$ cat src/rtl/trilcd_pkg.sv
package trilcd_pkg;
  localparam int BP_COUNT   = 3;
  localparam int LINE_COUNT = 12;

  typedef logic [1:0] lvl_t;
  localparam lvl_t LV0 = 2'd0;
  localparam lvl_t LV1 = 2'd1;
  localparam lvl_t LV2 = 2'd2;
  localparam lvl_t LV3 = 2'd3;

  typedef struct packed {
    logic a;
    logic b;
    logic c;
    logic d;
    logic e;
    logic f;
    logic g;
  } seg7_t;

  localparam seg7_t GLYPH_O = 7'b1111110;
  localparam seg7_t GLYPH_L = 7'b0001110;
endpackage

$ cat src/rtl/trilcd_frame_timer.sv
module trilcd_frame_timer #(
  parameter int SLOT_CYCLES = 40,
  parameter int BP_N        = 3,
  localparam int CW         = (SLOT_CYCLES > 1) ? $clog2(SLOT_CYCLES) : 1,
  localparam int BPW        = (BP_N > 1) ? $clog2(BP_N) : 1
) (
  input  logic           clk,
  input  logic           rst,
  output logic [BPW-1:0] phase,
  output logic           neg_half
);
  logic [CW-1:0] tick;

  always_ff @(posedge clk) begin
    if (rst) begin
      tick     <= '0;
      phase    <= '0;
      neg_half <= 1'b0;
    end else if (tick == CW'(SLOT_CYCLES - 1)) begin
      tick <= '0;
      if (phase == BPW'(BP_N - 1)) begin
        phase    <= '0;
        neg_half <= ~neg_half;
      end else begin
        phase <= phase + 1'b1;
      end
    end else begin
      tick <= tick + 1'b1;
    end
  end
endmodule

$ cat src/rtl/trilcd_digit_dec.sv
module trilcd_digit_dec
  import trilcd_pkg::*;
#(
  parameter int CODE_W = 4
) (
  input  logic [CODE_W-1:0] code,
  input  logic              blank,
  output seg7_t             seg
);
  seg7_t raw;

  generate
    if (CODE_W == 2) begin : g_msd
      always_comb begin
        case (code)
          2'd1:    raw = 7'b0110000;
          2'd2:    raw = 7'b1101101;
          2'd3:    raw = 7'b1111001;
          default: raw = 7'b0000000;
        endcase
      end
    end else begin : g_bcd
      always_comb begin
        case (code)
          CODE_W'(0): raw = 7'b1111110;
          CODE_W'(1): raw = 7'b0110000;
          CODE_W'(2): raw = 7'b1101101;
          CODE_W'(3): raw = 7'b1111001;
          CODE_W'(4): raw = 7'b0110011;
          CODE_W'(5): raw = 7'b1011011;
          CODE_W'(6): raw = 7'b1011111;
          CODE_W'(7): raw = 7'b1110000;
          CODE_W'(8): raw = 7'b1111111;
          CODE_W'(9): raw = 7'b1111011;
          default:    raw = 7'b0000000;
        endcase
      end
    end
  endgenerate

  assign seg = blank ? 7'b0000000 : raw;
endmodule

$ cat src/rtl/trilcd_seg_map.sv
module trilcd_seg_map
  import trilcd_pkg::*;
(
  input  logic [1:0] msd_val,
  input  logic [3:0] d3_bcd,
  input  logic [3:0] d2_bcd,
  input  logic [3:0] d1_bcd,
  input  logic       negative,
  input  logic [1:0] dp_sel,
  input  logic       over_flag,
  input  logic       peak_flag,
  input  logic       hi_flag,
  input  logic       lo_flag,
  input  logic       batt_flag,
  output logic [BP_COUNT-1:0][LINE_COUNT-1:0] on
);
  localparam int NUM_BCD = 3;

  seg7_t s4, s3, s2, s1;
  seg7_t dec [NUM_BCD];
  logic [3:0] bcd_in [NUM_BCD];
  logic dp1, dp2, dp3;

  assign bcd_in[0] = d1_bcd;
  assign bcd_in[1] = d2_bcd;
  assign bcd_in[2] = d3_bcd;

  generate
    for (genvar i = 0; i < NUM_BCD; i++) begin : g_dec
      trilcd_digit_dec #(.CODE_W(4)) u_dec (
        .code  (bcd_in[i]),
        .blank (over_flag),
        .seg   (dec[i])
      );
    end
  endgenerate

  trilcd_digit_dec #(.CODE_W(2)) u_msd (
    .code  (msd_val),
    .blank (over_flag),
    .seg   (s4)
  );

  assign s1 = dec[0];
  assign s2 = over_flag ? GLYPH_L : dec[1];
  assign s3 = over_flag ? GLYPH_O : dec[2];

  assign dp1 = (dp_sel == 2'b01);
  assign dp2 = (dp_sel == 2'b10);
  assign dp3 = (dp_sel == 2'b11);

  // bit 0 is line 0; each row is one backplane
  assign on[0] = {s1.b, s1.a, peak_flag, s2.b, s2.a, over_flag,
                  s3.b, s3.a, hi_flag, s4.b, s4.a, lo_flag};
  assign on[1] = {s1.c, s1.g, s1.f, s2.c, s2.g, s2.f,
                  s3.c, s3.g, s3.f, s4.c, s4.g, negative};
  assign on[2] = {batt_flag, s1.d, s1.e, dp1, s2.d, s2.e,
                  dp2, s3.d, s3.e, dp3, s4.d, s4.e};
endmodule

$ cat src/rtl/trilcd_line_drv.sv
module trilcd_line_drv
  import trilcd_pkg::*;
#(
  parameter int BP_N   = BP_COUNT,
  parameter int LINE_N = LINE_COUNT,
  localparam int BPW   = (BP_N > 1) ? $clog2(BP_N) : 1
) (
  input  logic                         clk,
  input  logic                         rst,
  input  logic [BPW-1:0]               phase,
  input  logic                         neg_half,
  input  logic [BP_N-1:0][LINE_N-1:0]  on,
  output logic [2*BP_N-1:0]            bp_drv,
  output logic [2*LINE_N-1:0]          seg_drv,
  output logic                         annunc
);
  logic [LINE_N-1:0] row;

  always_comb begin
    row = '0;
    for (int k = 0; k < BP_N; k++) begin
      if (phase == BPW'(k)) row = on[k];
    end
  end

  always_ff @(posedge clk) begin
    if (rst) begin
      bp_drv  <= '0;
      seg_drv <= '0;
      annunc  <= 1'b0;
    end else begin
      annunc <= ~neg_half;
      for (int k = 0; k < BP_N; k++) begin
        if (phase == BPW'(k)) bp_drv[2*k +: 2] <= neg_half ? LV0 : LV3;
        else                  bp_drv[2*k +: 2] <= neg_half ? LV2 : LV1;
      end
      for (int i = 0; i < LINE_N; i++) begin
        if (row[i]) seg_drv[2*i +: 2] <= neg_half ? LV3 : LV0;
        else        seg_drv[2*i +: 2] <= neg_half ? LV1 : LV2;
      end
    end
  end
endmodule

$ cat src/rtl/trilcd_mux.sv
module trilcd_mux
  import trilcd_pkg::*;
#(
  parameter int SLOT_CYCLES = 40
) (
  input  logic                    clk,
  input  logic                    rst,
  input  logic [1:0]              msd_val,
  input  logic [3:0]              d3_bcd,
  input  logic [3:0]              d2_bcd,
  input  logic [3:0]              d1_bcd,
  input  logic                    negative,
  input  logic [1:0]              dp_sel,
  input  logic                    over_flag,
  input  logic                    peak_flag,
  input  logic                    hi_flag,
  input  logic                    lo_flag,
  input  logic                    batt_flag,
  output logic [2*BP_COUNT-1:0]   bp_drv,
  output logic [2*LINE_COUNT-1:0] seg_drv,
  output logic                    annunc
);
  localparam int BPW = (BP_COUNT > 1) ? $clog2(BP_COUNT) : 1;

  logic [BPW-1:0] phase;
  logic           neg_half;
  logic [BP_COUNT-1:0][LINE_COUNT-1:0] on;

  trilcd_frame_timer #(.SLOT_CYCLES(SLOT_CYCLES), .BP_N(BP_COUNT)) u_timer (
    .clk      (clk),
    .rst      (rst),
    .phase    (phase),
    .neg_half (neg_half)
  );

  trilcd_seg_map u_map (
    .msd_val   (msd_val),
    .d3_bcd    (d3_bcd),
    .d2_bcd    (d2_bcd),
    .d1_bcd    (d1_bcd),
    .negative  (negative),
    .dp_sel    (dp_sel),
    .over_flag (over_flag),
    .peak_flag (peak_flag),
    .hi_flag   (hi_flag),
    .lo_flag   (lo_flag),
    .batt_flag (batt_flag),
    .on        (on)
  );

  trilcd_line_drv #(.BP_N(BP_COUNT), .LINE_N(LINE_COUNT)) u_drv (
    .clk      (clk),
    .rst      (rst),
    .phase    (phase),
    .neg_half (neg_half),
    .on       (on),
    .bp_drv   (bp_drv),
    .seg_drv  (seg_drv),
    .annunc   (annunc)
  );
endmodule

$ cat config.mk
export PLATFORM = sky130hd
export DESIGN_NAME = trilcd_mux
export DESIGN_NICKNAME = d
export VERILOG_FILES = /design/src/rtl/trilcd_pkg.sv /design/src/rtl/trilcd_frame_timer.sv /design/src/rtl/trilcd_digit_dec.sv /design/src/rtl/trilcd_seg_map.sv /design/src/rtl/trilcd_line_drv.sv /design/src/rtl/trilcd_mux.sv
export SDC_FILE = /design/constraint.sdc
export NUM_CORES = 1
export LEC_CHECK = 0
export CORE_MARGIN = 2
export CORE_UTILIZATION = 45
export CTS_BUF_LIST = sky130_fd_sc_hd__clkbuf_8 sky130_fd_sc_hd__clkbuf_16
export DETAILED_ROUTE_END_ITERATION = 10
export PLACE_DENSITY = 0.78
export SYNTH_ARGS = -nofsm -noshare
export SYNTH_HDL_FRONTEND = slang
export SYNTH_SLANG_ARGS = --single-unit
$ cat constraint.sdc
create_clock -name clk -period 4 [get_ports clk]
set_input_delay 0.8 -clock clk [delete_from_list [all_inputs] [get_ports clk]]
set_output_delay 0.8 -clock clk [all_outputs]
set_load 0.005 [all_outputs]
==> summary.txt, run 1 <==
Final Wtd Congestion -> 0.986
DR iter-0 viols -> 76
Pins Over Slew Limit -> 0
Root Buffer -> clkbuf_8
Vias/cell -> 5.13
Fmax -> 0.391 GHz
Max incr delay on CP -> 0.60 ns
Most frequent cells in the layout -> 54 x clkdlybuf4s50_1, 31 x nor2_1, 29 x dfxtp_1, 24 x ha_1, 17 x inv_1
Slowest CP cell -> clkdlybuf4s50_1
CP Class -> input port to register
Hold Slack -> 0.439 ns
Launch point of the worst path -> d3_bcd[1]
Net count of the finished layout -> 314
Row count -> 23
Max Cap Violations -> 0
Post-synthesis sequential area ratio -> 30.7%
Crit end category -> register
Cell Pwr Density -> 270 mW/mm^2
Setup-failing EPs final -> 0
Via count -> 1622
Die Area -> 0.00474 mm^2
Antenna cell count -> 0
DRC -> 0
Clk sinks -> 29
Layout Cells excl Fill -> 316
Input/output buffers -> 54
Setup TNS -> 0 ns
Initial antenna violation count -> 0
Yosys warning count -> 0
Commonest non-fill, non-tap cell in the layout -> clkdlybuf4s50_1
Worst IR Drop VDD -> 137 uV
Synth cell types -> 42
# H-tree levels -> 2
Util after Layout -> 60.9%
Worst skew pair latency -> 0.28 ns
Die X -> 68.9 um
Main flop type after synthesis -> dfxtp_1
Routed len/inst -> 12.9 um
Cell area after synthesis -> 0.00189 mm^2
Synthesized netlist cell count -> 227
GR Util All Layers -> 19.2%
Tcrit/Tclk final -> 64.0%
Syn nets -> 275
Avg Cell Area, Syn -> 8.34 um^2
Slew margin rel. -> 51.5%
Area delta synth->final -> 29.5%
Dpl hpwl -> 3.11 mm
Final ANT Viol Nets -> 0
Required time of the critical path -> 4.21 ns
Drt pass-1 iters -> 4
Die Y -> 68.9 um
Top cells by area, synth -> dfxtp_1 31%, ha_1 16%, nor2_1 6.1%
Tmin final -> 2.56 ns
EDFF count, synth -> 0
Dpl cells -> 309
First-pass GRT wire length -> 6.75 mm
Leakage power -> 0.00104 uW
GR Overflow Total -> 0
Min-Delay Path Class -> register to register
CTS max path bufs -> 2
Leading area contributor after synthesis -> dfxtp_1
Synth Register Bits -> 29
Post-cts gate resize count -> 0
I/O pin cnt -> 55
WL final -> 4.07 mm
Post-Route Skew -> 0.0117 ns
Clk slew on worst S/H paths -> 0.07 ns
Share of synthesized registers carrying an async set or reset -> 0%
Fin. Hold Viols -> 0
RSZ-0062 raised after global routing -> no
Final Power -> 661 uW
Layout cell share with drive strength beyond 1 -> 4.51%
Worst slew pin tran -> 0.727 ns
Data arrival, critical path -> 2.77 ns
CTS tree -> built
CP startpoint kind -> input port
Hold Startpoint -> u_timer.tick[0]$_SDFF_PP0_
Hold_buf cts -> 0
TritonCTS Buffers -> 5
Starting Density -> 47.0%
Crit-path max FO -> 7
Status -> completed
Largest net degree at the start of global routing -> 22
Vias in the first global route -> 1505
Post-CTS Setup Bufs -> 0
Post-synth top area share -> 30.7%
Core region area -> 0.00403 mm^2
Reg2reg start -> u_timer.phase[0]$_SDFFE_PP0P_
CP cell instances -> clkdlybuf4s50_1, inv_1, ha_1, nor2b_1, or4_1, o21ai_1, a2bb2oi_2, mux2i_1
-- registers in the layout, indices dropped and copies added (netlist names) --
signal	count
u_drv.seg_drv	13
u_drv.bp_drv	6
u_timer.tick	6
u_timer.phase	2
u_drv.annunc	1
u_timer.neg_half	1
-- metal layers --
| layer | vias up | part of all wire [%] | global-route usage (%) |
|---|---|---|---|
| li1 | 837 | - | - |
| met1 | 732 | 44 | 23.3 |
| met2 | 41 | 50 | 31.9 |
| met3 | 12 | 4.0 | 4.06 |
| met4 | 0 | 2.5 | 9.80 |
| met5 | - | 0 | 0 |
-- per-stage QoR --
stage / worst slack (ns) / cell area, um^2
after floorplan: 1.90 / 1890
after global placement: 1.21 / 2370
after detailed placement: 1.15 / 2370
after CTS: 1.44 / 2450
after global routing: 1.30 / 2450
final: 1.44 / 2450
-- area by class of cell --
class                           count  area (um^2)
Clock buffer                        6         82.6
Inverter                           20         75.1
Clock inverter                      1         3.75
Timing Repair Buffer               54          541
Sequential cell                    29          581
Multi-Input combinational cell    156         1110
Tap cell                           50         62.6
Fill cell                         366         1580
-- power by group --
group / leakage (uW) / internal [uW] / switching (uW)
Combinational: 0.000749 / 65.7 / 52.5
Sequential: 0.000240 / 302 / 4.78
Clock: 0.0000485 / 133 / 102
Total: 0.00104 / 501 / 160
-- cells by family after synthesis --
logic type               after synthesis  synth area share, %
AND/OR/NAND/NOR                       68                 17.4
buffers and inverters                 42                 10.8
XOR/XNOR                               9                 4.16
adder cells (fa/ha/maj)               24                 15.9
AO/OA/AOI/OAI                         46                 16.3
multiplexers                           9                 4.76
flip-flops                            29                 30.7
-- path summary, 6_finish.rpt --
| check | end | cells past startpoint | slack, ns |
|---|---|---|---|
| setup / recovery | u_drv.seg_drv[7]$_SDFF_PP0_ | 8 | 1.44 |
| hold reg to reg | u_timer.tick[0]$_SDFF_PP0_ | 1 | 0.44 |
| setup reg to reg | u_drv.seg_drv[23]$_SDFF_PP0_ | 6 | 2.04 |
| hold / removal | u_timer.tick[0]$_SDFF_PP0_ | 1 | 0.44 |
-- synth_stat cells (2+ instances only) --
master / instances
buf_2: 2
clkbuf_1: 8
nand2b_1: 9
o21ai_1: 4
a31oi_1: 2
o21ai_0: 7
nand3_1: 3
nor2b_1: 5
ha_1: 24
o31ai_1: 2
nor2_1: 31
dfxtp_1: 29
xnor2_1: 7
a211oi_1: 3
buf_4: 12
mux2i_1: 9
o32ai_1: 2
nand2_1: 11
a21oi_1: 12
o311ai_1: 2
inv_2: 3
a221oi_1: 4
xor2_1: 2
inv_1: 16
-- worst max-delay path, delay by kind of cell --
family / cells / cell delay [ns]
muxes: 1 / 0.18
buffers and inverters: 2 / 0.73
and+or+nand+nor: 2 / 0.59
AOI/OAI and AO/OA: 2 / 0.27
adders and majority gates: 1 / 0.20
No activity file was read; power rests on OpenSTA's default activity.
==> inputs of run 2 (changes only) <==
==> constraint.sdc (replaced) <==
create_clock -name clk -period 2.7 [get_ports clk]
set_input_delay 0.54 -clock clk [delete_from_list [all_inputs] [get_ports clk]]
set_output_delay 0.54 -clock clk [all_outputs]
set_load 0.005 [all_outputs]
==> run 2 against run 1 <==
Worst hold slack better by 0.012 ns. Critical path depth is the same. Sequential cell count did not move. Largest power group is now the clock network. Highest routed layer unchanged.
==> summary.txt, run 2 (synthesized netlist as in run 1, its figures left out) <==
TritonCTS Buffers -> 5
Power share of the combinational group -> 16.6%
Worst slew pin tran -> 0.749 ns
Min-Delay Path Class -> register to register
Root Buffer -> clkbuf_8
I/O pin cnt -> 55
Largest net degree at the start of global routing -> 22
Data arrival, critical path -> 2.40 ns
Cell family with most CP delay -> buffers and inverters
Dpl hpwl -> 3.25 mm
Die X -> 68.9 um
Drt pass-1 iters -> 4
Clk sinks -> 29
Tcrit/Tclk final -> 81.1%
Final Power -> 1100 uW
Initial antenna violation count -> 0
CP Class -> input port to register
Leakage power -> 0.00107 uW
Max incr delay on CP -> 0.51 ns
Final Worst Setup Slack -> 0.509 ns
CTS max path bufs -> 2
Fin. Hold Viols -> 0
Worst skew pair latency -> 0.28 ns
Post-Route Skew -> 0.00534 ns
Most crowded layer after global routing -> met2
Layout Cells excl Fill -> 321
Antenna cell count -> 0
Fmax -> 0.456 GHz
Cell Pwr Density -> 437 mW/mm^2
Met3 global-route usage -> 4.55%
Hold_buf cts -> 0
GR Overflow Total -> 0
Input/output buffers -> 54
Crit-path max FO -> 4
Max Cap Violations -> 0
Crit end category -> register
Post-cts gate resize count -> 0
Worst IR Drop VDD -> 317 uV
Slew margin rel. -> 50.0%
DRC -> 0
Crit path buf inv count -> 2
Die Area -> 0.00474 mm^2
Setup TNS -> 0 ns
NetSw -> 253 uW
WL final -> 4.44 mm
Largest regs -> u_drv.seg_drv (13), u_drv.bp_drv (6), u_timer.tick (6)
Starting Density -> 47.0%
Sw Share -> 23.0%
# H-tree levels -> 2
Routed len/inst -> 13.8 um
Row count -> 23
Fillers -> 350
CP startpoint kind -> input port
Vias/cell -> 5.25
Dpl cells -> 313
Most frequent cells in the layout -> 54 x clkdlybuf4s50_1, 31 x nor2_1, 29 x dfxtp_1, 24 x ha_1, 17 x inv_1
Core region area -> 0.00403 mm^2
Die Y -> 68.9 um
Tmin final -> 2.19 ns
P_int -> 846 uW
Slowest CP cell -> clkdlybuf4s50_1
Status -> completed
Final Wtd Congestion -> 0.975
CP cell instances -> clkdlybuf4s50_1, inv_1, ha_1, nor2b_1, or4_1, o21ai_1, a2bb2oi_2, mux2i_1
RSZ-0062 raised after global routing -> no
Setup-failing EPs final -> 0
Biggest register -> u_drv.seg_drv
Seq pwr share -> 41.4%
Met2 usage -> 36.1%
Max reg flops -> 13
Clk slew on worst S/H paths -> 0.07 ns
Pins Over Slew Limit -> 0
First-pass GRT wire length -> 7.33 mm
Net count of the finished layout -> 318
Via count -> 1685
Area delta synth->final -> 32.7%
Required time of the critical path -> 2.91 ns
Pre-CTS setup slack -> 0.225 ns
Commonest non-fill, non-tap cell in the layout -> clkdlybuf4s50_1
Vias in the first global route -> 1553
Layout cell share with drive strength beyond 1 -> 6.27%
Clock power frac -> 42.0%
DR iter-0 viols -> 121
Post-CTS Setup Bufs -> 0
M1 GR Usage -> 25.1%
Final ANT Viol Nets -> 0
Hold Slack -> 0.451 ns
GR Util All Layers -> 20.9%
CTS tree -> built
-- run 2: cell count changes in the layout (fill, tap and decap cells not counted), sizes merged --
cell    change
buf         +4
bufinv      +1
-- run 2: area by class of cell --
type	count	area (um^2)	share of cell area, %
multi-input combinational	156	1110	44.1
sequential	29	581	23.1
timing repair buffer	58	571	22.7
clock buffer	6	82.6	3.29
inverter	20	75.1	2.99
tap	50	62.6	2.49
clock inverter	2	33.8	1.34
-- run 2: power groups by stage --
stage / Clock (uW) / Combinational (uW) / Sequential [uW]
floorplan: 0 / 83.9 / 465
global placement: 0 / 177 / 464
detailed placement: 0 / 180 / 464
CTS: 467 / 182 / 455
global route: 485 / 203 / 456
finish: 462 / 182 / 455
-- run 2: worst paths after layout --
path / cells after the start / endpoint / from / slack (ns)
min reg2reg: 1 / u_timer.tick[0]$_SDFF_PP0_ / u_timer.tick[0]$_SDFF_PP0_ / 0.45
max: 8 / u_drv.seg_drv[7]$_SDFF_PP0_ / d3_bcd[0] / 0.51
min: 1 / u_timer.tick[0]$_SDFF_PP0_ / u_timer.tick[0]$_SDFF_PP0_ / 0.45
max reg2reg: 5 / u_drv.seg_drv[15]$_SDFF_PP0_ / u_timer.phase[0]$_SDFFE_PP0P_ / 0.68
-- run 2: per-stage QoR --
stage	util (%)	instance area (um^2)
2_1_floorplan	-	1890
3_3_place_gp	59.5	2400
3_5_place_dp	59.5	2400
4_1_cts	62.4	2510
5_1_grt	62.4	2510
6_report	62.4	2510
-- run 2: per-layer routing --
| layer | share of wire [%] | vias to the layer above |
|---|---|---|
| li1 | - | 848 |
| met1 | 41 | 754 |
| met2 | 50 | 65 |
| met3 | 6.2 | 18 |
| met4 | 2.8 | 0 |
| met5 | 0 | - |
